File: config.mk
export PLATFORM = sky130hd
export DESIGN_NAME = flash_poll_ctrl
export DESIGN_NICKNAME = d
export VERILOG_FILES = /design/src/rtl/flash_poll_pkg.sv /design/src/rtl/poll_status_decode.sv /design/src/rtl/poll_attempt_counter.sv /design/src/rtl/flash_poll_ctrl.sv
export SDC_FILE = /design/constraint.sdc
export NUM_CORES = 1
export LEC_CHECK = 0
export BUFFER_PORTS_ARGS = -buffer_cell sky130_fd_sc_hd__buf_4
export CORE_MARGIN = 8
export CORE_UTILIZATION = 55
export CTS_CLUSTER_SIZE = 20
export DETAILED_ROUTE_END_ITERATION = 16
export PLACE_DENSITY = 0.83
export SYNTH_ARGS = -nofsm -noshare
export SYNTH_HDL_FRONTEND = slang
export SYNTH_HIERARCHICAL = 1
export SYNTH_SLANG_ARGS = --single-unit
File: constraint.sdc
create_clock -name clk -period 7.4 [get_ports clk]
set_input_delay 0.74 -clock clk [delete_from_list [all_inputs] [get_ports clk]]
set_output_delay 0.74 -clock clk [all_outputs]
set_load 0.1 [all_outputs]
File: src/rtl/flash_poll_pkg.sv
package flash_poll_pkg;
  typedef enum logic [1:0] {
    PS_IDLE    = 2'd0,
    PS_POLL    = 2'd1,
    PS_RECHECK = 2'd2
  } poll_state_e;
endpackage

File: src/rtl/poll_status_decode.sv
module poll_status_decode #(
  parameter int DATA_W   = 16,
  parameter int DONE_BIT = 7,
  parameter int ERR_BIT  = 5
) (
  input  logic [DATA_W-1:0] word_i,
  input  logic              expect_i,
  output logic              match_o,
  output logic              err_o
);
  logic unused_word;
  assign unused_word = ^word_i;

  assign match_o = (word_i[DONE_BIT] == expect_i);
  assign err_o   = word_i[ERR_BIT];
endmodule

File: src/rtl/poll_attempt_counter.sv
module poll_attempt_counter #(
  parameter int CNT_W = 16
) (
  input  logic             clk,
  input  logic             rst_n,
  input  logic             load_i,
  input  logic [CNT_W-1:0] limit_i,
  input  logic             step_i,
  output logic             last_o
);
  logic [CNT_W-1:0] cnt_q, cnt_d;
  logic [CNT_W-1:0] lim_q, lim_d;

  always_comb begin
    cnt_d = cnt_q;
    lim_d = lim_q;
    if (load_i) begin
      cnt_d = '0;
      lim_d = limit_i;
    end else if (step_i) begin
      cnt_d = cnt_q + 1'b1;
    end
  end

  always_ff @(posedge clk or negedge rst_n) begin
    if (!rst_n) begin
      cnt_q <= '0;
      lim_q <= '0;
    end else begin
      cnt_q <= cnt_d;
      lim_q <= lim_d;
    end
  end

  // the poll being judged is number cnt_q+1; a limit of zero behaves as one
  assign last_o = ({1'b0, cnt_q} + 1'b1) >= {1'b0, lim_q};


  count_in_range_chk: assert property (@(posedge clk) disable iff (!rst_n)
    (cnt_q == '0) || (cnt_q < lim_q));
endmodule

File: src/rtl/flash_poll_ctrl.sv
module flash_poll_ctrl
  import flash_poll_pkg::*;
#(
  parameter int ADDR_W   = 21,
  parameter int DATA_W   = 16,
  parameter int CNT_W    = 16,
  parameter int DONE_BIT = 7,
  parameter int ERR_BIT  = 5
) (
  input  logic              clk,
  input  logic              rst_n,
  input  logic              start_i,
  input  logic [ADDR_W-1:0] start_addr_i,
  input  logic [DATA_W-1:0] start_data_i,
  input  logic              erase_i,
  input  logic [CNT_W-1:0]  poll_limit_i,
  output logic              rd_req_o,
  output logic [ADDR_W-1:0] rd_addr_o,
  input  logic              rd_valid_i,
  input  logic [DATA_W-1:0] rd_data_i,
  output logic              done_o,
  output logic              pass_o,
  output logic              fail_o,
  output logic              timeout_o
);
  poll_state_e       state_q, state_d;
  logic [ADDR_W-1:0] addr_q;
  logic              exp_q;
  logic              capture;
  logic              step;
  logic              last_poll;
  logic              hit, err_seen;
  logic              done_d, pass_d, fail_d, tmo_d;
  logic              done_q, pass_q, fail_q, tmo_q;
  logic              unused_start;

  assign unused_start = ^start_data_i;

  poll_status_decode #(
    .DATA_W  (DATA_W),
    .DONE_BIT(DONE_BIT),
    .ERR_BIT (ERR_BIT)
  ) u_decode (
    .word_i  (rd_data_i),
    .expect_i(exp_q),
    .match_o (hit),
    .err_o   (err_seen)
  );

  poll_attempt_counter #(.CNT_W(CNT_W)) u_count (
    .clk    (clk),
    .rst_n  (rst_n),
    .load_i (capture),
    .limit_i(poll_limit_i),
    .step_i (step),
    .last_o (last_poll)
  );

  // next-state and verdict logic
  always_comb begin
    state_d = state_q;
    capture = 1'b0;
    step    = 1'b0;
    done_d  = 1'b0;
    pass_d  = 1'b0;
    fail_d  = 1'b0;
    tmo_d   = 1'b0;
    unique case (state_q)
      PS_IDLE: begin
        if (start_i) begin
          capture = 1'b1;
          state_d = PS_POLL;
        end
      end
      PS_POLL: begin
        if (rd_valid_i) begin
          if (hit) begin
            done_d  = 1'b1;
            pass_d  = 1'b1;
            state_d = PS_IDLE;
          end else if (err_seen) begin
            state_d = PS_RECHECK;
          end else if (last_poll) begin
            done_d  = 1'b1;
            fail_d  = 1'b1;
            tmo_d   = 1'b1;
            state_d = PS_IDLE;
          end else begin
            step = 1'b1;
          end
        end
      end
      PS_RECHECK: begin
        if (rd_valid_i) begin
          done_d  = 1'b1;
          pass_d  = hit;
          fail_d  = !hit;
          state_d = PS_IDLE;
        end
      end
      default: state_d = PS_IDLE;
    endcase
  end

  // state and verdict registers
  always_ff @(posedge clk or negedge rst_n) begin
    if (!rst_n) begin
      state_q <= PS_IDLE;
      done_q  <= 1'b0;
      pass_q  <= 1'b0;
      fail_q  <= 1'b0;
      tmo_q   <= 1'b0;
    end else begin
      state_q <= state_d;
      done_q  <= done_d;
      pass_q  <= pass_d;
      fail_q  <= fail_d;
      tmo_q   <= tmo_d;
    end
  end

  // operation context, enabled on capture
  always_ff @(posedge clk or negedge rst_n) begin
    if (!rst_n) begin
      addr_q <= '0;
      exp_q  <= 1'b0;
    end else if (capture) begin
      addr_q <= start_addr_i;
      exp_q  <= erase_i ? 1'b1 : start_data_i[DONE_BIT];
    end
  end

  assign rd_req_o  = (state_q != PS_IDLE);
  assign rd_addr_o = addr_q;
  assign done_o    = done_q;
  assign pass_o    = pass_q;
  assign fail_o    = fail_q;
  assign timeout_o = tmo_q;


  done_pulse_chk: assert property (@(posedge clk) disable iff (!rst_n)
    done_o |=> !done_o);

  verdict_onehot_chk: assert property (@(posedge clk) disable iff (!rst_n)
    done_o |-> (pass_o ^ fail_o));

  flags_quiet_chk: assert property (@(posedge clk) disable iff (!rst_n)
    !done_o |-> !(pass_o || fail_o || timeout_o));

  timeout_is_fail_chk: assert property (@(posedge clk) disable iff (!rst_n)
    timeout_o |-> fail_o);

  req_hold_chk: assert property (@(posedge clk) disable iff (!rst_n)
    (rd_req_o && !rd_valid_i) |=> (rd_req_o && $stable(rd_addr_o)));

  busy_start_ignored_chk: assert property (@(posedge clk) disable iff (!rst_n)
    (rd_req_o && start_i) |=> $stable(rd_addr_o));

  recheck_verdict_chk: assert property (@(posedge clk) disable iff (!rst_n)
    (state_q == PS_RECHECK && rd_valid_i) |=> (done_o && !timeout_o));

  idle_no_req_chk: assert property (@(posedge clk) disable iff (!rst_n)
    done_o |-> !rd_req_o);
endmodule

# Yosys cells after proc, flatten, opt, wreduce, memory -nomap -nowiden

Index checks and enable logic that the tools add are counted.

Register bits after elaboration: 60
Latch bits: 0
Bits in writable memories: 0
Memory bits (read-only): 0
Bits of input ports: 74
Output and inout port bits: 26
Memories kept: 0

$add $sub $neg: 2
Multipliers: 0
Divide/modulo/power cells: 0
$lt $le $gt $ge: 1
Eq/ne operators: 7
Shifts and indexed selects: 0
Multiplexer cells: 32
Bitwise operators: 0
Reductions and logical operators: 5

Operators with widths:

| operator                | number |
|---|---|
| $mux W16                | 2 |
| $mux W1                 | 20 |
| $add A16 B1 Y17 const B | 1 |
| $ge A17 B16 Y1          | 1 |
| $add A16 B1 Y16 const B | 1 |
| $mux W2                 | 6 |
| $ne A2 B2 Y1 const B    | 3 |
| $pmux W1 S2             | 3 |
| $pmux W2 S3             | 1 |
| $ne A4 B4 Y1 const B    | 1 |
| $reduce_and A4 Y1       | 1 |
| $reduce_bool A2 Y1      | 2 |
| $eq A2 B1 Y1 const B    | 1 |
| $eq A2 B2 Y1 const B    | 1 |
| $logic_not A2 Y1        | 1 |
| $eq A1 B1 Y1            | 1 |
| $logic_not A1 Y1        | 1 |

# Depth between registers and ports, before layout

Gate-level depths: netlist of the first run.

Word-level depth: 9
Gate-level depth with buffers: 18
Mapped depth without buffers: 16

# By module

The synthesis of the first run kept the hierarchy.

Modules (own cells, without submodules):

| module               | instances | cells an instance | area each (um2) | seq. area each (um2) |
|---|---|---|---|---|
| poll_attempt_counter | 1         | 221               | 2001.9          | 800.8 |
| flash_poll_ctrl      | 1         | 81                | 1167.4          | 700.7 |
| poll_status_decode   | 1         | 2                 | 16.3            | 0.0 |

# Worst setup path after synthesis of the first run

Ideal clock, no wire load.

Path kind: reg2reg
From: reg u_count.cnt_q[0]
To: reg u_count.cnt_q[7]
Data arrival time: 3.130 ns
Required time: 7.268 ns
Path slack: 4.139 ns
Cell stages (with the launch flop): 17
Period minus slack after synthesis: 3.261 ns
Path through: dfrtp_1 ha_1 nand3_1 nor2_1 nand2_1 xnor2_1 ha_1 a211oi_1 nor2_1 o41ai_1 nand4_1 and4bb_2 inv_1 nor3_2 nand3_1 xor2_1 nor2_1

Word-level cells in the longest chain between the ends: 8
Elaborated cells on any way between the ends: 11

Ends and longest elaborated chain:

| item                         | RTL line                   | RTL |
|---|---|---|
| start, declared              | poll_attempt_counter.sv:11 | `logic [CNT_W-1:0] cnt_q, cnt_d;` |
| start signal, assigned       | poll_attempt_counter.sv:30 | `cnt_q <= cnt_d;` |
| $add A16 B1 Y17              | poll_attempt_counter.sv:36 | `assign last_o = ({1'b0, cnt_q} + 1'b1) >= {1'b0, lim_q};` |
| $ge A17 B16 Y1               | poll_attempt_counter.sv:36 |  |
| via last_poll                | flash_poll_ctrl.sv:31      | `logic last_poll;` |
| $mux W1                      | flash_poll_ctrl.sv:83      | `end else if (last_poll) begin` |
| $mux W1                      | flash_poll_ctrl.sv:81      | `end else if (err_seen) begin` |
| $mux W1                      | flash_poll_ctrl.sv:77      | `if (hit) begin` |
| $mux W1                      | flash_poll_ctrl.sv:76      | `if (rd_valid_i) begin` |
| $mux W1                      | flash_poll_ctrl.sv:68      | `unique case (state_q)` |
| via step                     | flash_poll_ctrl.sv:30      | `logic step;` |
| $reduce_bool A2 Y1 (no line) | n/a                        |  |

The timed path passes the listed nets, and every way through them passes these cells. The select of a mux whose other input is x is not followed.
A chain may end at the register's enable or synchronous reset.

# Worst setup path in the final report of the first run

Same ends and word-level chain as after synthesis.

==> impl_metrics.csv, run 1 <==
group,metric,value,unit
die,ios,100,
clock_tree,holdBufCountCts,0,
timing,fmax,228.9,MHz
final_layout,regArea,1501,um^2
final_layout,stdcell_count,446,
critical_path,path_class,"flip-flop to flip-flop",
min_path,min_path_type,"input port to asynchronous set/reset pin",
critical_path,crit_required,7.60,ns
final_layout,drive_gt1_share,31.82,%
clock_tree,clock_path_buffers,2,
synthesis,synthCells,304,
die,num_rows,27,
synthesis,ys_warn_count,6,
detailed_routing,drt-total-wl,6.833,mm
timing,setup_viol,0,
synthesis,syn_nets,399,
critical_path,cp.arrival,4.57,ns
global_route,grt_pass1_vias,2462,
clock_tree,clockRootBuffer,"clkbuf_8",
synthesis,synthAdderAreaFrac,8.248,%
clock_tree,cts.clk_slew.worst_paths,0.07,ns
detailed_routing,ant_nets,0,
timing,fin_crit,4.369,ns
critical_path,path_max_fanout,11,
synthesis,seq_area_frac_synth,47.13,%
clock_tree,cts_made_buffers,9,
synthesis,syn_area,3186,um^2
global_route,grt_overflow,0,
power,cellLeakagePower,1.871,nW
placement,dp_hpwl,5.070,mm
synthesis,synth_simple_gate_area_share,16.18,%
detailed_routing,first_pass_iters,4,
timing,worstMarginPinSlew,0.9401,ns
final_layout,syn2layout_area_growth,22.27,%
clock_tree,clkLatencyLatePin,0.34,ns
final_layout,utilization,70.30,%
clock_tree,cts.sinks,60,
synthesis,ys_ff_latch,60,
synthesis,synth_edf_count,0,
timing,relSlewSlack,37.18,%
critical_path,reg2reg_from,"u_count/cnt_q[0]",
final_layout,n_antenna_cell,0,
detailed_routing,drtIter0Drc,96,
power,peakVddDrop,0.0004327,V
synthesis,synth-compound-area-share,5.931,%
synthesis,synth_commonest_cells,"dfrtp_1 (60), nor2_1 (29), nand2_1 (27), inv_1 (22), mux2_2 (22)",
clock_tree,cts.htree.levels,3,
detailed_routing,dr_total_vias,2325,
synthesis,ys_types,38,
synthesis,netlist.area_leader.share,47.13,%
clock_tree,ctsResizeCount,0,
timing,hold_viol,0,
timing,slew_violations,0,
timing,rsz0062_at_grt,"false",
critical_path,worstSetupEndpointType,"flip-flop",
die,die_area,8483,um^2
synthesis,synth_xor_area_share,8.248,%
global_route,grtUsageTotal,17.31,%
die,die_y,92.11,um
timing,period_share,59.04,%
timing,tns,0,ns
placement,port_buffers,70,
clock_tree,cts_tree,"done",
job,drv_cap,0,
final_layout,fillerInstances,429,
critical_path,worst_setup_path_start_kind,"flip-flop",
critical_path,crit_start,"u_count/cnt_q[0]",
global_route,grt_pass1_wl,11.72,mm
final_layout,finalNetCount,464,
synthesis,ys.flop_type,"dfrtp_1",
placement,gp_congestion,0.8191,
synthesis,netlist_top_cells_area,"dfrtp_1 (47%), ha_1 (8.2%), mux2_2 (7.8%)",
synthesis,synth_most_common_cell,"dfrtp_1",
detailed_routing,viasPerCell,5.213,
global_route,grt_start_max_net_pins,61,
synthesis,synth_top_family_by_area,"simple AND/OR/NAND/NOR gates",
synthesis,yosysTopAreaCell,"dfrtp_1",
power,cellPowerDensity,445.8,nW/um^2
synthesis,async_flop_share,100.0,%
detailed_routing,drc,0,
synthesis,avgSynthCellArea,10.48,um^2
timing,fin_worst_skew,0.01082,ns
detailed_routing,wire_per_inst,15.32,um
run_status,status,"complete, no violations",
final_layout,multi_input_area,1503,um^2
die,die_w,92.11,um
placement,dp_cells,430,
die,initial_utilization,57.50,%
synthesis,yosys-mux-area-fraction,8.562,%
clock_tree,cts_setup_buffers,0,
timing,hold_ws,0.4546,ns
global_route,antenna_found_initial,0,
die,core_area,5540,um^2
[through the flow]
step / instance area [um^2] / power, mW / worst slack [ns]
finish: 3895 / 1.736 / 3.031
global route: 3895 / 1.828 / 2.680
CTS: 3895 / 1.751 / 3.049
detailed placement: 3710 / 1.467 / 3.148
global placement: 3710 / 1.438 / 3.260
floorplan: 3186 / 1.248 / 4.139
[flip-flops by register name, summed over array words and instances (netlist names)]
name           cells
timeout_o          1
u_count/cnt_q     16
exp_q              1
done_o             1
rd_addr_o         21
pass_o             1
u_count/lim_q     16
state_q            2
fail_o             1
[path summary, 6_finish.rpt]
kind	slack, ns	endpoint	depth (start not counted)
worst max-delay path	3.03	u_count/cnt_q[7]	15
worst min-delay path	0.45	pass_o	1
worst max register to register	3.03	u_count/cnt_q[7]	15
worst min register to register	0.51	rd_addr_o[8]	1
max in group asynchronous	6.43	u_count/lim_q[7]	1
min in group clk	0.51	rd_addr_o[8]	1
[critical path, cell delays in order (launching register included)]
cell,delay (ns)
dfrtp_1,0.49
ha_1,0.30
nand4_1,0.17
nor3_2,0.40
nand3_1,0.16
xnor2_1,0.19
ha_1,0.27
a21boi_0,0.14
o31ai_1,0.29
nand4_1,0.30
and4bb_2,0.58
inv_1,0.13
nor3_2,0.42
nand3_1,0.17
xor2_1,0.16
nor2_1,0.05
[layer usage]
layer / share of wire, % / vias up / wire, um / GRT usage, %
li1: - / 1156 / - / -
met5: 0 / - / 0 / 0
met3: 4.1 / 12 / 278 / 4.401
met4: 2.8 / 0 / 190 / 10.74
met1: 42 / 1116 / 2904 / 19.47
met2: 51 / 41 / 3460 / 28.84
[cells by family after synthesis]
logic type	after synthesis
simple gates	98
flops	60
mux	24
compound gates	32
fa+ha+maj	21
buf+inv	39
xor+xnor	30
[power by group]
group	internal [mW]	switching, mW
clock network	0.155	0.122
registers	0.445	0.0559
logic	0.247	0.712
total	0.847	0.890
[placed cells by master (no fill, tap or decap), types with 2 or more instances in the layout]
master	count
a21oi_1	6
and2b_2	2
and3_1	2
buf_4	71
clkbuf_1	3
clkbuf_8	9
clkinvlp_4	2
dfrtp_1	60
ha_1	21
inv_1	22
mux2_2	22
nand2_1	27
nand3_1	13
nand4_1	10
nor2_1	29
nor3_1	2
nor3_2	5
o21ai_0	18
xnor2_1	13
xor2_1	17
[area by class of cell]
type | count | area share, %
inverter | 22 | 2.120
clock inverter | 4 | 1.285
tap | 72 | 2.313
clock buffer | 12 | 3.469
sequential | 60 | 38.55
timing repair buffer | 71 | 13.68
multi-input combinational | 205 | 38.58
(Power assumes the default switching activity.)
==> inputs of run 2 (changes only) <==
CORE_UTILIZATION = 46   (was 55)
PLACE_DENSITY = 0.74   (was 0.83)
clock period = 3.8 ns   (was 7.4 ns; I/O delays follow)
==> run 2 against run 1 <==
- register-to-register slack worse by 2.8 ns
- die area is 16% higher
- clock power is 93% higher
- critical path type unchanged
- routed wire length is 1.4% lower
- sequential share of layout area is 1.1 points lower
- sequential power is 92% higher
- critical path depth is 1 lower
- core utilization is 11 points lower
- hold slack worse by 0.35 ns
- power is 95% higher
- non-clock buffer count is 11 higher
==> impl_metrics.csv, run 2 (same netlist as run 1, synthesis figures left out) <==
group,metric,value,unit
final_layout,final_area,4019,um^2
run_status,status,"complete, no violations",
global_route,antenna_found_initial,0,
timing,rsz0062_at_grt,"false",
clock_tree,cts_made_buffers,9,
clock_tree,cts.htree.levels,3,
placement,dp_cells,448,
clock_tree,clkLatencyLatePin,0.34,ns
final_layout,layout_common_cells,"buf_4 (82), dfrtp_1 (57), nor2_1 (28)",
timing,slew_violations,0,
clock_tree,clock_path_buffers,2,
clock_tree,cts.clk_slew.worst_paths,0.07,ns
timing,tns,0,ns
clock_tree,holdBufCountCts,0,
timing,setup_viol,0,
clock_tree,cts.sinks,60,
timing,worstMarginPinSlew,0.7553,ns
critical_path,reg2reg_from,"u_count/cnt_q[1]",
critical_path,ff2ff_path_depth,14,
critical_path,worstSetupEndpointType,"flip-flop",
detailed_routing,drt-total-wl,6.734,mm
global_route,grt_pass1_vias,2339,
detailed_routing,first_pass_iters,4,
final_layout,finalNetCount,475,
critical_path,worst_setup_path_start_kind,"flip-flop",
detailed_routing,viasPerCell,5.080,
placement,dp_slack,0.1286,ns
timing,relSlewSlack,49.59,%
die,ios,100,
clock_tree,clockRootBuffer,"clkbuf_8",
global_route,grt_overflow,0,
timing,fin_crit,3.605,ns
die,die_w,99.22,um
final_layout,largest_register_ffs,21,
detailed_routing,ant_nets,0,
global_route,grt_start_max_net_pins,61,
power,cellLeakagePower,1.952,nW
final_layout,drive_gt1_share,36.10,%
detailed_routing,wire_per_inst,14.48,um
power,cellPowerDensity,842.9,nW/um^2
critical_path,r2r_slack,0.20,ns
global_route,grtUsageTotal,13.50,%
critical_path,crit_required,4.03,ns
die,core_area,6756,um^2
timing,layout_setup_ws,0.1953,ns
critical_path,cp.arrival,3.83,ns
detailed_routing,dr_total_vias,2362,
final_layout,regArea,1505,um^2
critical_path,path_class,"flip-flop to flip-flop",
final_layout,multi_input_area,1526,um^2
placement,gp_congestion,0.7915,
critical_path,path_max_fanout,5,
final_layout,stdcell_count,465,
placement,dp_hpwl,5.026,mm
final_layout,syn2layout_area_growth,26.16,%
placement,port_buffers,70,
placement,dpl-instance-area,3795,um^2
die,die_y,99.22,um
power,peakVddDrop,0.0002839,V
job,drv_cap,0,
die,die_area,9844,um^2
final_layout,n_antenna_cell,0,
min_path,min_path_type,"input port to asynchronous set/reset pin",
die,initial_utilization,47.15,%
critical_path,reg2reg_to,"state_q[0]",
die,num_rows,30,
timing,fin_worst_skew,0.009887,ns
global_route,grt_pass1_wl,10.63,mm
detailed_routing,drc,0,
final_layout,layout_commonest_cell,"buf_4",
final_layout,fillerInstances,556,
detailed_routing,drtIter0Drc,62,
timing,hold_viol,0,
timing,fmax,277.4,MHz
clock_tree,cts_tree,"done",
timing,period_share,94.86,%
[run 2: cell count changes in the layout (fill, tap and decap cells not counted), sizes merged]
cell	change
buf	+11
clkbuf	+1
bufinv	-1
[run 2: metrics by stage]
| stage | power, mW | util [%] | hold slack, ns |
|---|---|---|---|
| global route | 3.549 | 59.48 | 0.1671 |
| floorplan | 2.429 | - | 0.08441 |
| detailed placement | 2.867 | 56.17 | 0.4914 |
| finish | 3.387 | 59.48 | 0.1014 |
| global placement | 2.822 | 56.17 | 0.4852 |
| CTS | 3.407 | 58.96 | 0.1202 |
[run 2: final cells by class]
class | instances | area share (%)
multi-input combinational | 205 | 37.98
sequential | 60 | 37.45
timing repair buffer | 82 | 15.32
clock buffer | 13 | 4.203
tap | 80 | 2.491
inverter | 22 | 2.055
clock inverter | 3 | 0.4981
[run 2: power breakdown]
part           leakage, nW  switching (mW)  internal, mW  total (mW)
registers            0.753          0.0975         0.867       0.964
clock network       0.0917           0.245         0.289       0.534
logic                 1.11            1.39         0.497        1.89
[run 2: repair_timing]
| action | 4_1_cts | 5_1_grt |
|---|---|---|
| setup buffers | 0 | 1 |
| hold endpoints to repair | 0 | 0 |
| resized for setup | 0 | 8 |
| setup endpoints to repair | 0 | 9 |
[run 2: how the worst max path moves through the flow]
| stage | from | endpoint | slack (ns) | depth (start not counted) |
|---|---|---|---|---|
| global placement | u_count/cnt_q[0] | state_q[0] | 0.24 | 14 |
| finish | u_count/cnt_q[1] | state_q[0] | 0.20 | 14 |
| CTS | u_count/cnt_q[0] | state_q[0] | 0.09 | 14 |
| detailed placement | u_count/cnt_q[0] | state_q[0] | 0.13 | 14 |
| global route | u_count/cnt_q[1] | u_count/cnt_q[15] | 0.003 | 17 |
| floorplan | u_count/cnt_q[0] | u_count/cnt_q[7] | 0.54 | 16 |
[run 2: critical path, cell delays in order (launching register included)]
cell,delay (ns)
dfrtp_1,0.41
ha_2,0.26
nand4_1,0.21
nor2_2,0.24
nand3_1,0.12
xnor2_1,0.15
ha_1,0.30
a21oi_1,0.15
nor2_1,0.06
o31ai_1,0.30
nand4_1,0.19
buf_4,0.19
or4b_1,0.51
o221ai_2,0.10
mux2_4,0.32
[run 2: layer usage]
metal / up-vias / track usage [%] / wire length (um)
met5: - / 0 / 0
met4: 0 / 5.821 / 85
met3: 8 / 5.028 / 443
met2: 62 / 21.80 / 3132
met1: 1125 / 15.70 / 3073
li1: 1167 / - / -
==> inputs of run 3 (changes only) <==
CORE_ASPECT_RATIO = 1.4   (was not set)
PLACE_DENSITY = 0.76   (was 0.74)
==> run 3 against run 2 <==
- global-route usage increased by 0.50 points
- first-iteration DRC count increased by 95%
- combinational power about the same
- via count fell by 2.2%
- largest power group unchanged
- clock skew is 0.0048 ns lower
- sequential cell count stayed put
==> impl_metrics.csv, run 3 (same netlist as run 1, synthesis figures left out) <==
group,metric,value,unit
clock_tree,clockRootBuffer,"clkbuf_8",
final_layout,finalNetCount,472,
timing,setup_viol,0,
timing,fin_crit,3.627,ns
timing,worstMarginPinSlew,0.7248,ns
critical_path,crit_chain,"nand3_2 -> or2_1 -> nor3_2 -> nand2_1 -> xnor2_1 -> ha_1 -> a21oi_1 -> a21boi_0 -> o31ai_1 -> nand4_1 -> buf_4 -> or4b_1 -> o221ai_2 -> mux2_4",
global_route,grtUsageTotal,14.00,%
critical_path,crit_required,4.02,ns
clock_tree,cts.clk_slew.worst_paths,0.06,ns
die,initial_utilization,46.53,%
critical_path,worstSetupEndpointType,"flip-flop",
clock_tree,cts_tree,"done",
clock_tree,clock_path_buffers,2,
detailed_routing,drtIter0Drc,121,
critical_path,path_class,"flip-flop to flip-flop",
detailed_routing,wire_per_inst,13.87,um
timing,hold_viol,0,
timing,tns,0,ns
final_layout,largest_register_ffs,21,
clock_tree,cts_made_buffers,9,
placement,dp_hpwl,4.914,mm
timing,relSlewSlack,51.68,%
final_layout,layout_common_cells,"buf_4 (79), dfrtp_1 (58), nor2_1 (28)",
critical_path,r2r_slack,0.17,ns
critical_path,worst_setup_path_start_kind,"flip-flop",
critical_path,reg2reg_from,"u_count/cnt_q[3]",
die,ios,100,
detailed_routing,first_pass_iters,4,
detailed_routing,ant_nets,0,
global_route,grt_pass1_wl,10.81,mm
global_route,grt_pass1_vias,2445,
final_layout,utilization,58.22,%
clock_tree,cts.sinks,60,
power,cellLeakagePower,1.925,nW
detailed_routing,dr_total_vias,2309,
critical_path,ff2ff_path_depth,14,
power,peakVddDrop,0.0005146,V
critical_path,path_max_fanout,6,
placement,port_buffers,70,
final_layout,layout_commonest_cell,"buf_4",
timing,slew_violations,0,
clock_tree,cts.htree.levels,3,
clock_tree,clkLatencyLatePin,0.34,ns
run_status,status,"complete, no violations",
placement,gp_congestion,0.8485,
critical_path,slowest_stage,"or4b_1",
die,core_area,6847,um^2
global_route,grt_start_max_net_pins,61,
global_route,grt_overflow,0,
timing,period_share,95.45,%
timing,rsz0062_at_grt,"false",
detailed_routing,viasPerCell,4.851,
final_layout,n_antenna_cell,0,
die,num_rows,36,
die,die_y,114.5,um
critical_path,critPathBufInv,1,
min_path,min_path_type,"input port to asynchronous set/reset pin",
power,cellPowerDensity,834.3,nW/um^2
power,p_total,3.326,mW
global_route,antenna_found_initial,0,
critical_path,max_stage_delay,0.52,ns
detailed_routing,drc,0,
job,drv_cap,0,
timing,fin_worst_skew,0.005084,ns
die,die_area,9882,um^2
timing,fmax,275.7,MHz
critical_path,cp_top_family,"simple AND/OR/NAND/NOR gates",
critical_path,reg2reg_to,"state_q[0]",
clock_tree,holdBufCountCts,0,
detailed_routing,drt-total-wl,6.601,mm
die,die_w,86.33,um
critical_path,cp.arrival,3.85,ns
final_layout,drive_gt1_share,34.38,%
final_layout,syn2layout_area_growth,25.14,%
run 3: cell count changes in the layout (fill, tap and decap cells not counted), sizes merged:
cell | before | now
buf | 82 | 79
clkinv | 1 | 2
clkinvlp | 2 | 0
run 3: worst max-delay path by stage:
stage / startpoint / end / slack (ns) / cells after the start
5_1_grt: u_count/cnt_q[3] / u_count/cnt_q[13] / 0.01 / 17
3_5_place_dp: u_count/cnt_q[0] / state_q[0] / 0.16 / 14
4_1_cts: u_count/cnt_q[0] / state_q[0] / 0.12 / 13
3_3_place_gp: u_count/cnt_q[0] / state_q[0] / 0.19 / 13
2_1_floorplan: u_count/cnt_q[0] / u_count/cnt_q[7] / 0.54 / 16
6_report: u_count/cnt_q[3] / state_q[0] / 0.17 / 14
run 3: power by group:
part,switching (mW),leakage [nW],total [mW],internal [mW]
Sequential,0.103,0.755,0.970,0.868
Clock,0.227,0.0893,0.494,0.266
Combinational,1.38,1.08,1.86,0.486
run 3: per-stage QoR:
step | instance area (um^2) | setup slack (ns) | hold WS (ns) | instances
finish | 3986 | 0.1728 | 0.1049 | 476
global route | 3986 | 0.01326 | 0.1705 | 476
CTS | 3960 | 0.1243 | 0.1144 | 475
detailed placement | 3791 | 0.1623 | 0.4935 | 460
global placement | 3791 | 0.1947 | 0.4878 | 460
floorplan | 3186 | 0.5386 | 0.08441 | 304
run 3: final cells by class:
cell class                 count  area (um^2)
multi-input combinational    205         1519
inverter                      22        82.58
sequential                    60         1504
clock buffer                  13        158.9
fill                         595         2860
tap                           95        118.9
clock inverter                 2        10.01
timing repair buffer          79        593.1
run 3: routing by layer:
layer  up-vias  global-route usage (%)  wire, um
met3         7                   5.603       447
li1       1167                       -         -
met5         -                       0         0
met1      1076                   14.08      2693
met2        59                   24.28      3352
met4         0                   6.920       106
run 3: timing repair:
| action | CTS | global route |
|---|---|---|
| setup buffers | 0 | 1 |
| gates resized for setup | 0 | 6 |
| setup endpoints to repair | 0 | 5 |
